## src/rtl/vsl_pkg.sv

```systemverilog
package vsl_pkg;
    // which stretch of the frame the next counted line belongs to
    typedef enum logic {
        PH_SYNC = 1'b0,
        PH_IDLE = 1'b1
    } vsl_phase_e;
endpackage

```

## src/rtl/vsl_cfg_store.sv

```systemverilog
module vsl_cfg_store #(
    parameter int LINE_W = 10
) (
    input  logic              clk,
    input  logic              rst_n,
    input  logic              cfg_load,
    input  logic [LINE_W-1:0] cfg_sync_lines,
    input  logic [LINE_W-1:0] cfg_idle_lines,
    output logic              armed,
    output logic [LINE_W-1:0] sync_len,
    output logic [LINE_W-1:0] idle_len
);
    localparam logic [LINE_W-1:0] ONE = {{(LINE_W-1){1'b0}}, 1'b1};

    typedef struct packed {
        logic              armed;
        logic [LINE_W-1:0] sync_len;
        logic [LINE_W-1:0] idle_len;
    } cfg_t;

    cfg_t st_d, st_q;

    always_comb begin
        st_d = st_q;
        if (cfg_load && !st_q.armed) begin
            st_d.armed    = 1'b1;
            st_d.sync_len = (cfg_sync_lines == '0) ? ONE : cfg_sync_lines;
            st_d.idle_len = (cfg_idle_lines == '0) ? ONE : cfg_idle_lines;
        end
    end

    always_ff @(posedge clk or negedge rst_n) begin
        if (!rst_n) begin
            st_q <= '{armed: 1'b0, sync_len: ONE, idle_len: ONE};
        end else begin
            st_q <= st_d;
        end
    end

    assign armed    = st_q.armed;
    assign sync_len = st_q.sync_len;
    assign idle_len = st_q.idle_len;

    // once captured, the lengths never move again
    a_r6_cfg_frozen: assert property (@(posedge clk) disable iff (!rst_n)
        armed |=> armed && $stable(sync_len) && $stable(idle_len));

    // a stored length is never zero
    a_r8_nonzero_len: assert property (@(posedge clk) disable iff (!rst_n)
        armed |-> (sync_len != '0) && (idle_len != '0));
endmodule

```

## src/rtl/vsl_line_counter.sv

```systemverilog
module vsl_line_counter
    import vsl_pkg::*;
#(
    parameter int LINE_W = 10
) (
    input  logic              clk,
    input  logic              rst_n,
    input  logic              enable,
    input  logic              line_tick,
    input  logic [LINE_W-1:0] sync_len,
    input  logic [LINE_W-1:0] idle_len,
    output vsl_phase_e        phase,
    output logic              phase_done
);
    localparam logic [LINE_W-1:0] ONE = {{(LINE_W-1){1'b0}}, 1'b1};

    typedef struct packed {
        vsl_phase_e        phase;
        logic [LINE_W-1:0] cnt;
    } ctr_t;

    ctr_t ctr_d, ctr_q;
    logic [LINE_W-1:0] cur_len;
    logic              at_last;
    logic              step;

    always_comb begin
        cur_len    = (ctr_q.phase == PH_SYNC) ? sync_len : idle_len;
        at_last    = (ctr_q.cnt == cur_len - ONE);
        step       = enable && line_tick;
        phase_done = step && at_last;
        ctr_d      = ctr_q;
        if (step) begin
            if (at_last) begin
                ctr_d.cnt   = '0;
                ctr_d.phase = (ctr_q.phase == PH_SYNC) ? PH_IDLE : PH_SYNC;
            end else begin
                ctr_d.cnt = ctr_q.cnt + ONE;
            end
        end
    end

    always_ff @(posedge clk or negedge rst_n) begin
        if (!rst_n) begin
            ctr_q <= '{phase: PH_SYNC, cnt: '0};
        end else begin
            ctr_q <= ctr_d;
        end
    end

    assign phase = ctr_q.phase;

    // the position inside a stretch never reaches the stretch length
    a_r7_cnt_in_range: assert property (@(posedge clk) disable iff (!rst_n)
        enable |-> (ctr_q.cnt < cur_len));

    // finishing a stretch restarts the count in the other stretch
    a_r7_clean_wrap: assert property (@(posedge clk) disable iff (!rst_n)
        phase_done |=> (ctr_q.cnt == '0) && (ctr_q.phase != $past(ctr_q.phase)));

    // the counter is frozen while disabled
    a_r2_frozen_unarmed: assert property (@(posedge clk) disable iff (!rst_n)
        !enable |=> $stable(ctr_q));
endmodule

```

## src/rtl/vsync_line_timer.sv

```systemverilog
module vsync_line_timer
    import vsl_pkg::*;
#(
    parameter int LINE_W = 10
) (
    input  logic              clk,
    input  logic              rst_n,
    input  logic              cfg_load,
    input  logic [LINE_W-1:0] cfg_sync_lines,
    input  logic [LINE_W-1:0] cfg_idle_lines,
    input  logic              line_start,
    output logic              vsync_n,
    output logic              frame_start
);
    typedef struct packed {
        logic vsync_n;
        logic frame_start;
    } out_t;

    out_t              out_d, out_q;
    logic              armed;
    logic [LINE_W-1:0] sync_len;
    logic [LINE_W-1:0] idle_len;
    vsl_phase_e        phase;
    logic              phase_done;

    vsl_cfg_store #(.LINE_W(LINE_W)) u_cfg (
        .clk           (clk),
        .rst_n         (rst_n),
        .cfg_load      (cfg_load),
        .cfg_sync_lines(cfg_sync_lines),
        .cfg_idle_lines(cfg_idle_lines),
        .armed         (armed),
        .sync_len      (sync_len),
        .idle_len      (idle_len)
    );

    vsl_line_counter #(.LINE_W(LINE_W)) u_ctr (
        .clk       (clk),
        .rst_n     (rst_n),
        .enable    (armed),
        .line_tick (line_start),
        .sync_len  (sync_len),
        .idle_len  (idle_len),
        .phase     (phase),
        .phase_done(phase_done)
    );

    always_comb begin
        out_d             = out_q;
        out_d.frame_start = 1'b0;
        if (armed && line_start) begin
            out_d.vsync_n     = (phase == PH_IDLE);
            out_d.frame_start = (phase == PH_SYNC) && phase_done;
        end
    end

    always_ff @(posedge clk or negedge rst_n) begin
        if (!rst_n) begin
            out_q <= '{vsync_n: 1'b1, frame_start: 1'b0};
        end else begin
            out_q <= out_d;
        end
    end

    assign vsync_n     = out_q.vsync_n;
    assign frame_start = out_q.frame_start;

    // nothing is emitted before a configuration exists
    a_r2_quiet_unarmed: assert property (@(posedge clk) disable iff (!rst_n)
        !armed |-> vsync_n && !frame_start);

    // a level change of vsync needs a counted strobe one edge earlier
    a_r3_moves_on_strobe: assert property (@(posedge clk) disable iff (!rst_n)
        (vsync_n != $past(vsync_n)) |-> $past(line_start && armed));

    // the frame strobe comes while sync is still asserted
    a_r5_sof_in_sync: assert property (@(posedge clk) disable iff (!rst_n)
        frame_start |-> !vsync_n);

    // the frame strobe is a single cycle
    a_r5_sof_single: assert property (@(posedge clk) disable iff (!rst_n)
        frame_start |=> !frame_start);
endmodule

```

## config.mk

```make
export PLATFORM = sky130hd
export DESIGN_NAME = vsync_line_timer
export DESIGN_NICKNAME = d
export VERILOG_FILES = /design/src/rtl/vsl_pkg.sv /design/src/rtl/vsl_cfg_store.sv /design/src/rtl/vsl_line_counter.sv /design/src/rtl/vsync_line_timer.sv
export SDC_FILE = /design/constraint.sdc
export NUM_CORES = 1
export LEC_CHECK = 0
export BUFFER_PORTS_ARGS = -buffer_cell sky130_fd_sc_hd__buf_2
export CORE_MARGIN = 2
export CORE_UTILIZATION = 57
export CTS_CLUSTER_SIZE = 28
export DETAILED_ROUTE_END_ITERATION = 12
export MAX_ROUTING_LAYER = met4
export PLACE_DENSITY = 0.87
export REMOVE_ABC_BUFFERS = 1
export SLEW_MARGIN = 10
export SYNTH_ARGS = -nofsm -noshare
export SYNTH_HDL_FRONTEND = slang
export SYNTH_SLANG_ARGS = --single-unit
```

## constraint.sdc

```tcl
create_clock -name clk -period 3.7 [get_ports clk]
set_input_delay 0.925 -clock clk [delete_from_list [all_inputs] [get_ports clk]]
set_output_delay 0.925 -clock clk [all_outputs]
set_load 0.02 [all_outputs]
```

==> flow_summary.yaml, run 1 <==
hold_path:
  hp-class: "reg -> reg"
  hold_depth: 2
sta:
  finalCriticalPeriod_ns: 3.214
  fmax_ghz: 0.3111
  relSlewSlack: 0.5157
  fin_crit_sh: 0.8687
  fin_tns_setup_ns: 0
  fin_skew_ns: 0.005898
  slew_violations: 0
  final_hold_viol_count: 0
  setup_viol: 0
  rsz0062_at_grt: "false"
  fin_ws_ns: 0.4858
  worst_pin_slew_ns: 0.7264
detailed_routing:
  vias: 1438
  wire_per_inst_um: 15.26
  wirelength_mm: 3.814
  dr.pass1.iters: 4
  route.detailed.drc: 0
  vias_per_cell: 5.752
  drtIter0Drc: 43
  ant_nets: 0
synth:
  ys_async_sr_fraction: 1.000
  synth_cells: 176
  ys_seq_area_frac: 0.4493
  yosysWarnings: 0
  syn_area_per_cell_um2: 10.81
  synth_edf_count: 0
  ys_types: 40
  synth_area_mm2: 0.001902
  ys_ff_latch: 34
  synth_top_flop_cell: "dfrtp_1"
critical_path:
  critPathCaptureType: "register"
  cp_data_required_time_ns: 3.88
  r2r_cells: 8
  worstPathMaxFanout: 7
  start_kind: "register"
  worstSetupPathType: "reg -> reg"
  crit_arrival_ns: 3.40
clocking:
  clock_path_buffers: 2
  post_cts_buffers: 0
  cts_root_buf: "clkbuf_4"
  h-tree-depth: 2
  clkTransAtPathRegs_ns: 0.10
  cts-buffers-inserted: 5
  tritoncts: "built"
  cts.repair.resized: 0
  clk_latency_ns: 0.33
  cts_hold_buf: 0
  cts_sinks: 34
global_route:
  grt_pass1_wl_mm: 6.486
  grt_usage: 0.2448
  grt_max_degree: 35
  use_met3: 0.05797
  grt.met2_usage: 0.3910
  antenna_found_initial: 0
  grt_pass1_vias: 1428
  gr-total-overflow: 0
  grt_most_used_layer: "met2"
  met1_usage: 0.2969
finish:
  antennaDiodeCount: 0
  multi_input_area_mm2: 0.001016
  nets: 231
  drive_gt1_frac: 0.3155
  area_growth_syn_to_layout_pct: 11.97
  fin_cells: 250
  seq_area_um2: 854.6
  n_fill_cell: 248
pwr:
  p_leak_nw: 0.9223
  p_per_area_mw_per_mm2: 462.0
  ir_worst_vdd_uv: 300.8
floorplan:
  start_util: 0.6129
  die_w_um: 61.76
  die_h_um: 61.76
  dieArea_mm2: 0.003814
  coreArea_mm2: 0.003103
  io_pins: 26
  num_rows: 20
place:
  dp_cells: 242
  place.gp.congestion: 0.8881
  hpwl_mm: 2.873
  pre_cts_ws_ns: 0.6735
  io_buffers: 25
status:
  outcome: "complete, no violations"
flow_run:
  max_cap_violations: 0
cell type report:
type                    count  share of cell area
multi-input cells         136              0.4771
well taps                  44             0.02585
repair buffers             27             0.06580
clock inverters             1            0.002350
flip-flops and latches     34              0.4013
clock buffers               7             0.02585
inverters                   1            0.001763
power breakdown:
group	total (W)	internal, W	switching [W]	leakage, nW
registers	0.000483	0.000423	0.0000596	0.426
clock network	0.000210	0.0000920	0.000118	0.0353
logic	0.000291	0.000136	0.000155	0.461
cell usage in the layout (no fill, tap or decap), types with 5 or more instances in the layout:
cell | Yosys | routed
buf_2 | 1 | 25
xor2_1 | 15 | 15
mux2i_1 | 9 | 9
clkbuf_4 | 0 | 5
nor4_1 | 5 | 5
nand2_1 | 11 | 11
nor3_1 | 6 | 6
mux2_2 | 20 | 20
o21ai_0 | 5 | 5
xnor2_1 | 5 | 5
a21oi_1 | 7 | 7
nor2_1 | 17 | 17
dfrtp_1 | 31 | 31
worst max-delay path: stages (launching register included):
cell,delay [ns]
dfrtp_1,0.54
mux2i_1,0.33
ha_1,0.23
nor4bb_1,0.40
or3_1,0.20
nor4bb_1,0.35
a21oi_1,0.17
nor4_1,0.60
o21ai_0,0.24
registers in the layout, summed over array words and instances, names as in the netlist:
register	count
frame_start	1
u_cfg.armed	1
u_cfg.idle_len	10
u_cfg.sync_len	10
u_ctr.ctr_q	10
u_ctr.phase	1
vsync_n	1
path summary, 6_finish.rpt:
kind	start	slack, ns	endpoint
worst min-delay path	vsync_n	0.46	vsync_n
max in group asynchronous	rst_n	2.59	frame_start
worst max-delay path	u_ctr.phase	0.49	u_ctr.ctr_q[1]
worst min register to register	vsync_n	0.46	vsync_n
min in group asynchronous	rst_n	0.64	u_cfg.sync_len[1]
worst max register to register	u_ctr.phase	0.49	u_ctr.ctr_q[1]
synth_stat cells, types with 2 or more instances:
cell type | count | area, µm²
a21oi_1 | 7 | 35.03
a31oi_1 | 2 | 12.51
and3_1 | 3 | 18.77
clkbuf_1 | 3 | 11.26
dfrtp_1 | 31 | 775.7
dfstp_2 | 3 | 78.83
ha_1 | 2 | 25.02
mux2_2 | 20 | 225.2
mux2i_1 | 9 | 90.09
nand2_1 | 11 | 41.29
nand3_1 | 3 | 15.01
nand4_1 | 3 | 18.77
nor2_1 | 17 | 63.81
nor3_1 | 6 | 30.03
nor4_1 | 5 | 31.28
nor4b_2 | 2 | 30.03
nor4bb_1 | 2 | 20.02
o21ai_0 | 5 | 25.02
or2_2 | 2 | 12.51
or3_1 | 2 | 12.51
xnor2_1 | 5 | 43.79
xor2_1 | 15 | 131.4
logic make-up after synthesis:
kind of cell,synth area share
buf+inv,0.01644
simple gates,0.1980
flops,0.4493
xor+xnor,0.09211
compound gates,0.06513
mux,0.1658
fa+ha+maj,0.01316
metal layers:
layer	vias to the layer above	routed length, µm
li1	695	-
met1	700	1682
met2	31	1899
met3	12	114
met4	0	117
met5	-	0
per-stage QoR:
step | util | power (W) | hold slack, ns | area, µm²
global route | 0.6863 | 0.001043 | 0.4963 | 2130
finish | 0.6863 | 0.0009839 | 0.4648 | 2130
CTS | 0.6863 | 0.0009880 | 0.4650 | 2130
global placement | 0.6669 | 0.0007490 | 0.4475 | 2069
floorplan | - | 0.0006896 | 0.4790 | 1874
detailed placement | 0.6669 | 0.0007739 | 0.4502 | 2069
Power figures use the tool's default switching activity.
==> run 2: changes to the inputs <==
--- a/config.mk
+++ b/config.mk
@@ -8,6 +8,7 @@
 export BUFFER_PORTS_ARGS = -buffer_cell sky130_fd_sc_hd__buf_2
 export CORE_MARGIN = 2
 export CORE_UTILIZATION = 57
+export CTS_BUF_LIST = sky130_fd_sc_hd__clkbuf_8 sky130_fd_sc_hd__clkbuf_16
 export CTS_CLUSTER_SIZE = 28
 export DETAILED_ROUTE_END_ITERATION = 12
 export MAX_ROUTING_LAYER = met4
==> flow_summary.yaml, run 2 (same netlist as run 1, synthesis figures left out) <==
critical_path:
  crit_arrival_ns: 3.21
  cp_data_required_time_ns: 3.83
  worstPathMaxFanout: 7
  start_kind: "register"
  worstSetupPathType: "reg -> reg"
  critPathCaptureType: "register"
finish:
  finalInstanceArea_mm2: 0.002161
  antennaDiodeCount: 0
  final_cell_mix: "dfrtp_1 (31), buf_2 (25), mux2_2 (20)"
  nets: 231
  drive_gt1_frac: 0.3155
  area_growth_syn_to_layout_pct: 13.62
  n_fill_cell: 237
  fin_cells: 250
  final_common_cell: "dfrtp_1"
floorplan:
  io_pins: 26
  start_util: 0.6129
  dieArea_mm2: 0.003814
  die_h_um: 61.76
  die_w_um: 61.76
  coreArea_mm2: 0.003103
  num_rows: 20
flow_run:
  max_cap_violations: 0
clocking:
  post_cts_buffers: 0
  tritoncts: "built"
  cts-buffers-inserted: 5
  clock_path_buffers: 2
  cts_hold_buf: 0
  clkTransAtPathRegs_ns: 0.06
  h-tree-depth: 2
  cts_root_buf: "clkbuf_8"
  clk_latency_ns: 0.28
  cts_sinks: 34
  cts.repair.resized: 0
hold_path:
  hp-class: "reg -> reg"
place:
  dp_cells: 242
  io_buffers: 25
  place_area_mm2: 0.002069
  hpwl_mm: 2.873
  place.gp.congestion: 0.8881
sta:
  slew_violations: 0
  worst_pin_slew_ns: 0.7299
  fin_tns_setup_ns: 0
  fin_crit_sh: 0.8339
  rsz0062_at_grt: "false"
  relSlewSlack: 0.5134
  fin_skew_ns: 0.006007
  setup_viol: 0
  fmax_ghz: 0.3241
  final_hold_viol_count: 0
  finalCriticalPeriod_ns: 3.085
global_route:
  grt_pass1_vias: 1445
  antenna_found_initial: 0
  gr-total-overflow: 0
  grt_pass1_wl_mm: 6.548
  grt_usage: 0.2470
  grt_max_degree: 35
detailed_routing:
  vias: 1452
  wire_per_inst_um: 15.32
  dr.pass1.iters: 4
  wirelength_mm: 3.830
  route.detailed.drc: 0
  drtIter0Drc: 43
  ant_nets: 0
  vias_per_cell: 5.808
pwr:
  pwr-share-clk: 0.260
  p_int_w: 0.0007067
  p_per_area_mw_per_mm2: 484.0
  switchingPower_w: 0.0003392
  p_leak_nw: 0.9394
  ir_worst_vdd_uv: 295.4
  sw_frac_of_total: 0.3243
  comb_power_share: 0.276
  pwr-share-seq: 0.463
status:
  outcome: "complete, no violations"
==> run 2: changes by cell type in the layout (fill, tap and decap cells not counted), sizes merged <==
| cell | change |
|---|---|
| inv | +1 |
| clkbuf | -1 |
==> run 2: worst max-delay path, cell delays in order (launching register included) <==
cell      delay [ns]
dfrtp_1         0.52
mux2i_1         0.33
ha_1            0.24
nor4bb_1        0.45
o22ai_1         0.23
nor4_1          0.26
a211oi_1        0.14
nor4_1          0.54
o21ai_0         0.23
==> run 2: per-layer routing <==
| layer | track usage | up-vias | share of wire |
|---|---|---|---|
| met4 | 0.1064 | 0 | 0.027 |
| met1 | 0.2938 | 715 | 0.43 |
| li1 | - | 692 | - |
| met5 | - | - | 0 |
| met2 | 0.3955 | 34 | 0.51 |
| met3 | 0.06625 | 11 | 0.033 |
==> run 2: through the flow <==
stage	setup WS [ns]	hold slack (ns)	power, W	utilization
3_5_place_dp	0.6735	0.4502	0.0007739	0.6669
6_report	0.6145	0.4627	0.001046	0.6964
5_1_grt	0.2921	0.4911	0.001104	0.6964
2_1_floorplan	0.7703	0.4790	0.0006896	-
3_3_place_gp	0.9338	0.4475	0.0007490	0.6669
4_1_cts	0.6056	0.4604	0.001048	0.6964
==> run 2: final timing paths <==
path | startpoint | to | slack (ns) | cells past startpoint
min reg2reg | vsync_n | vsync_n | 0.46 | 2
min in group asynchronous | rst_n | u_cfg.sync_len[1] | 0.70 | 1
min | vsync_n | vsync_n | 0.46 | 2
max reg2reg | u_ctr.phase | u_ctr.ctr_q[1] | 0.61 | 8
max in group asynchronous | rst_n | frame_start | 2.53 | 1
max | u_ctr.phase | u_ctr.ctr_q[1] | 0.61 | 8
==> run 2: layout make-up <==
class | instances | area, µm² | area share
clock inverter | 2 | 8.758 | 0.004053
inverter | 1 | 3.754 | 0.001737
multi-input combinational | 136 | 1016 | 0.4702
clock buffer | 6 | 82.58 | 0.03822
tap | 44 | 55.05 | 0.02548
timing repair buffer | 27 | 140.1 | 0.06485
sequential | 34 | 854.6 | 0.3955
==> run 2: power by group through the flow <==
stage | clock [W] | sequential [W] | combinational [W]
final | 0.000272 | 0.000485 | 0.000289
after global routing | 0.000294 | 0.000490 | 0.000320
after CTS | 0.000276 | 0.000483 | 0.000290
after detailed placement | 0 | 0.000489 | 0.000285
after global placement | 0 | 0.000482 | 0.000267
after floorplan | 0 | 0.000485 | 0.000204
==> run 3: changes to the inputs <==
--- a/config.mk
+++ b/config.mk
@@ -7,12 +7,12 @@
 export LEC_CHECK = 0
 export BUFFER_PORTS_ARGS = -buffer_cell sky130_fd_sc_hd__buf_2
 export CORE_MARGIN = 2
-export CORE_UTILIZATION = 57
+export CORE_UTILIZATION = 51
 export CTS_BUF_LIST = sky130_fd_sc_hd__clkbuf_8 sky130_fd_sc_hd__clkbuf_16
 export CTS_CLUSTER_SIZE = 28
 export DETAILED_ROUTE_END_ITERATION = 12
 export MAX_ROUTING_LAYER = met4
-export PLACE_DENSITY = 0.87
+export PLACE_DENSITY = 0.83
 export REMOVE_ABC_BUFFERS = 1
 export SLEW_MARGIN = 10
 export SYNTH_ARGS = -nofsm -noshare
==> constraint.sdc (replaced) <==
create_clock -name clk -period 2.8 [get_ports clk]
set_input_delay 0.7 -clock clk [delete_from_list [all_inputs] [get_ports clk]]
set_output_delay 0.7 -clock clk [all_outputs]
set_load 0.02 [all_outputs]
==> flow_summary.yaml, run 3 (same netlist as run 1, synthesis figures left out) <==
critical_path:
  crit_chain: "buf_4, mux2i_1, o21ai_1, or3_1, o31a_1, or4_1, nor3_2"
  cp_num_cells: 7
  critPathCaptureType: "register"
  crit_family: "simple AND/OR/NAND/NOR gates"
  worstPathMaxFanout: 15
  cp_data_required_time_ns: 3.01
  worstSetupPathType: "reg -> reg"
  r2r_cells: 7
  start_kind: "register"
  slowest_delay_ns: 0.55
  critPathSlowestCell: "or4_1"
  crit_arrival_ns: 2.85
  reg2reg_slack_ns: 0.16
  cp_num_buf_inv: 1
detailed_routing:
  wirelength_mm: 3.867
  vias_per_cell: 5.589
  route.detailed.drc: 0
  dr.pass1.iters: 4
  drtIter0Drc: 81
  ant_nets: 0
  vias: 1442
  wire_per_inst_um: 14.99
clocking:
  tritoncts: "built"
  clk_latency_ns: 0.29
  cts-buffers-inserted: 5
  clock_path_buffers: 2
  cts_hold_buf: 0
  h-tree-depth: 2
  clkTransAtPathRegs_ns: 0.07
  cts_root_buf: "clkbuf_8"
  cts_sinks: 34
pwr:
  ir_worst_vdd_uv: 402.1
  p_per_area_mw_per_mm2: 636.0
  p_leak_nw: 0.9719
finish:
  area_growth_syn_to_layout_pct: 17.70
  final_cell_mix: "dfrtp_1 (31), buf_2 (25), mux2_2 (20)"
  n_fill_cell: 322
  drive_gt1_frac: 0.3524
  final_common_cell: "dfrtp_1"
  antennaDiodeCount: 0
  nets: 235
sta:
  worst_pin_slew_ns: 0.7293
  final_hold_viol_count: 0
  relSlewSlack: 0.5138
  slew_violations: 0
  fin_ws_ns: 0.1630
  fin_crit_sh: 0.9418
  setup_viol: 0
  finalCriticalPeriod_ns: 2.637
  fin_tns_setup_ns: 0
  fmax_ghz: 0.3792
  fin_skew_ns: 0.004540
hold_path:
  hp-class: "in -> async"
place:
  io_buffers: 25
  hpwl_mm: 2.800
  pre_cts_ws_ns: 0.03279
  place.gp.congestion: 0.8490
status:
  outcome: "complete, no violations"
floorplan:
  dieArea_mm2: 0.004233
  num_rows: 22
  die_w_um: 65.07
  die_h_um: 65.07
  io_pins: 26
  coreArea_mm2: 0.003633
  start_util: 0.5234
flow_run:
  max_cap_violations: 0
global_route:
  grt_pass1_wl_mm: 6.624
  antenna_found_initial: 0
  grt_max_degree: 35
  grt_pass1_vias: 1448
  gr-total-overflow: 0
  grt_usage: 0.2114
## run 3: final cells by class
type / instances / area, µm² / share of cell area
timing repair buffer: 31 / 170.2 / 0.07602
multi-input combinational: 136 / 1059 / 0.4729
tap: 48 / 60.06 / 0.02683
clock inverter: 2 / 8.758 / 0.003913
inverter: 1 / 3.754 / 0.001677
sequential: 34 / 854.6 / 0.3818
clock buffer: 6 / 82.58 / 0.03689
## run 3: final timing paths
path                                   from           endpoint
max in group asynchronous             rst_n  u_cfg.sync_len[4]
worst min register to register      vsync_n            vsync_n
worst max-delay path            u_ctr.phase        frame_start
worst max register to register  u_ctr.phase        frame_start
min in group clk                    vsync_n            vsync_n
worst min-delay path                  rst_n     u_ctr.ctr_q[3]
## run 3: metrics by stage
step	instance area, µm²	cells	total power (W)	hold WS, ns	utilization
final	2238	258	0.001424	0.4656	0.6160
after floorplan	1874	171	0.0009113	0.4044	-
after global placement	2090	248	0.001013	0.4449	0.5751
after global routing	2238	258	0.001508	0.5028	0.6160
after detailed placement	2090	248	0.001022	0.4646	0.5751
after CTS	2181	256	0.001388	0.4727	0.6002
## run 3: power by group
group	leakage (nW)	switching, W	internal, W
sequential	0.426	0.0000775	0.000560
clock	0.0524	0.000175	0.000194
combinational	0.494	0.000218	0.000199
total	0.972	0.000470	0.000953
## run 3: repair_timing
| item | in CTS | in global routing |
|---|---|---|
| buffers inserted | 0 | 2 |
| hold endpoints to repair | 0 | 0 |
| endpoints found under the setup margin | 0 | 12 |
| gates resized for setup | 0 | 7 |
## run 3: per-layer routing
metal  vias to the layer above  track usage  part of all wire
li1                        708            -                 -
met1                       690       0.2734              0.46
met2                        34       0.3157              0.48
met3                        10      0.06250             0.039
met4                         0      0.08073             0.022
met5                         -            -                 0
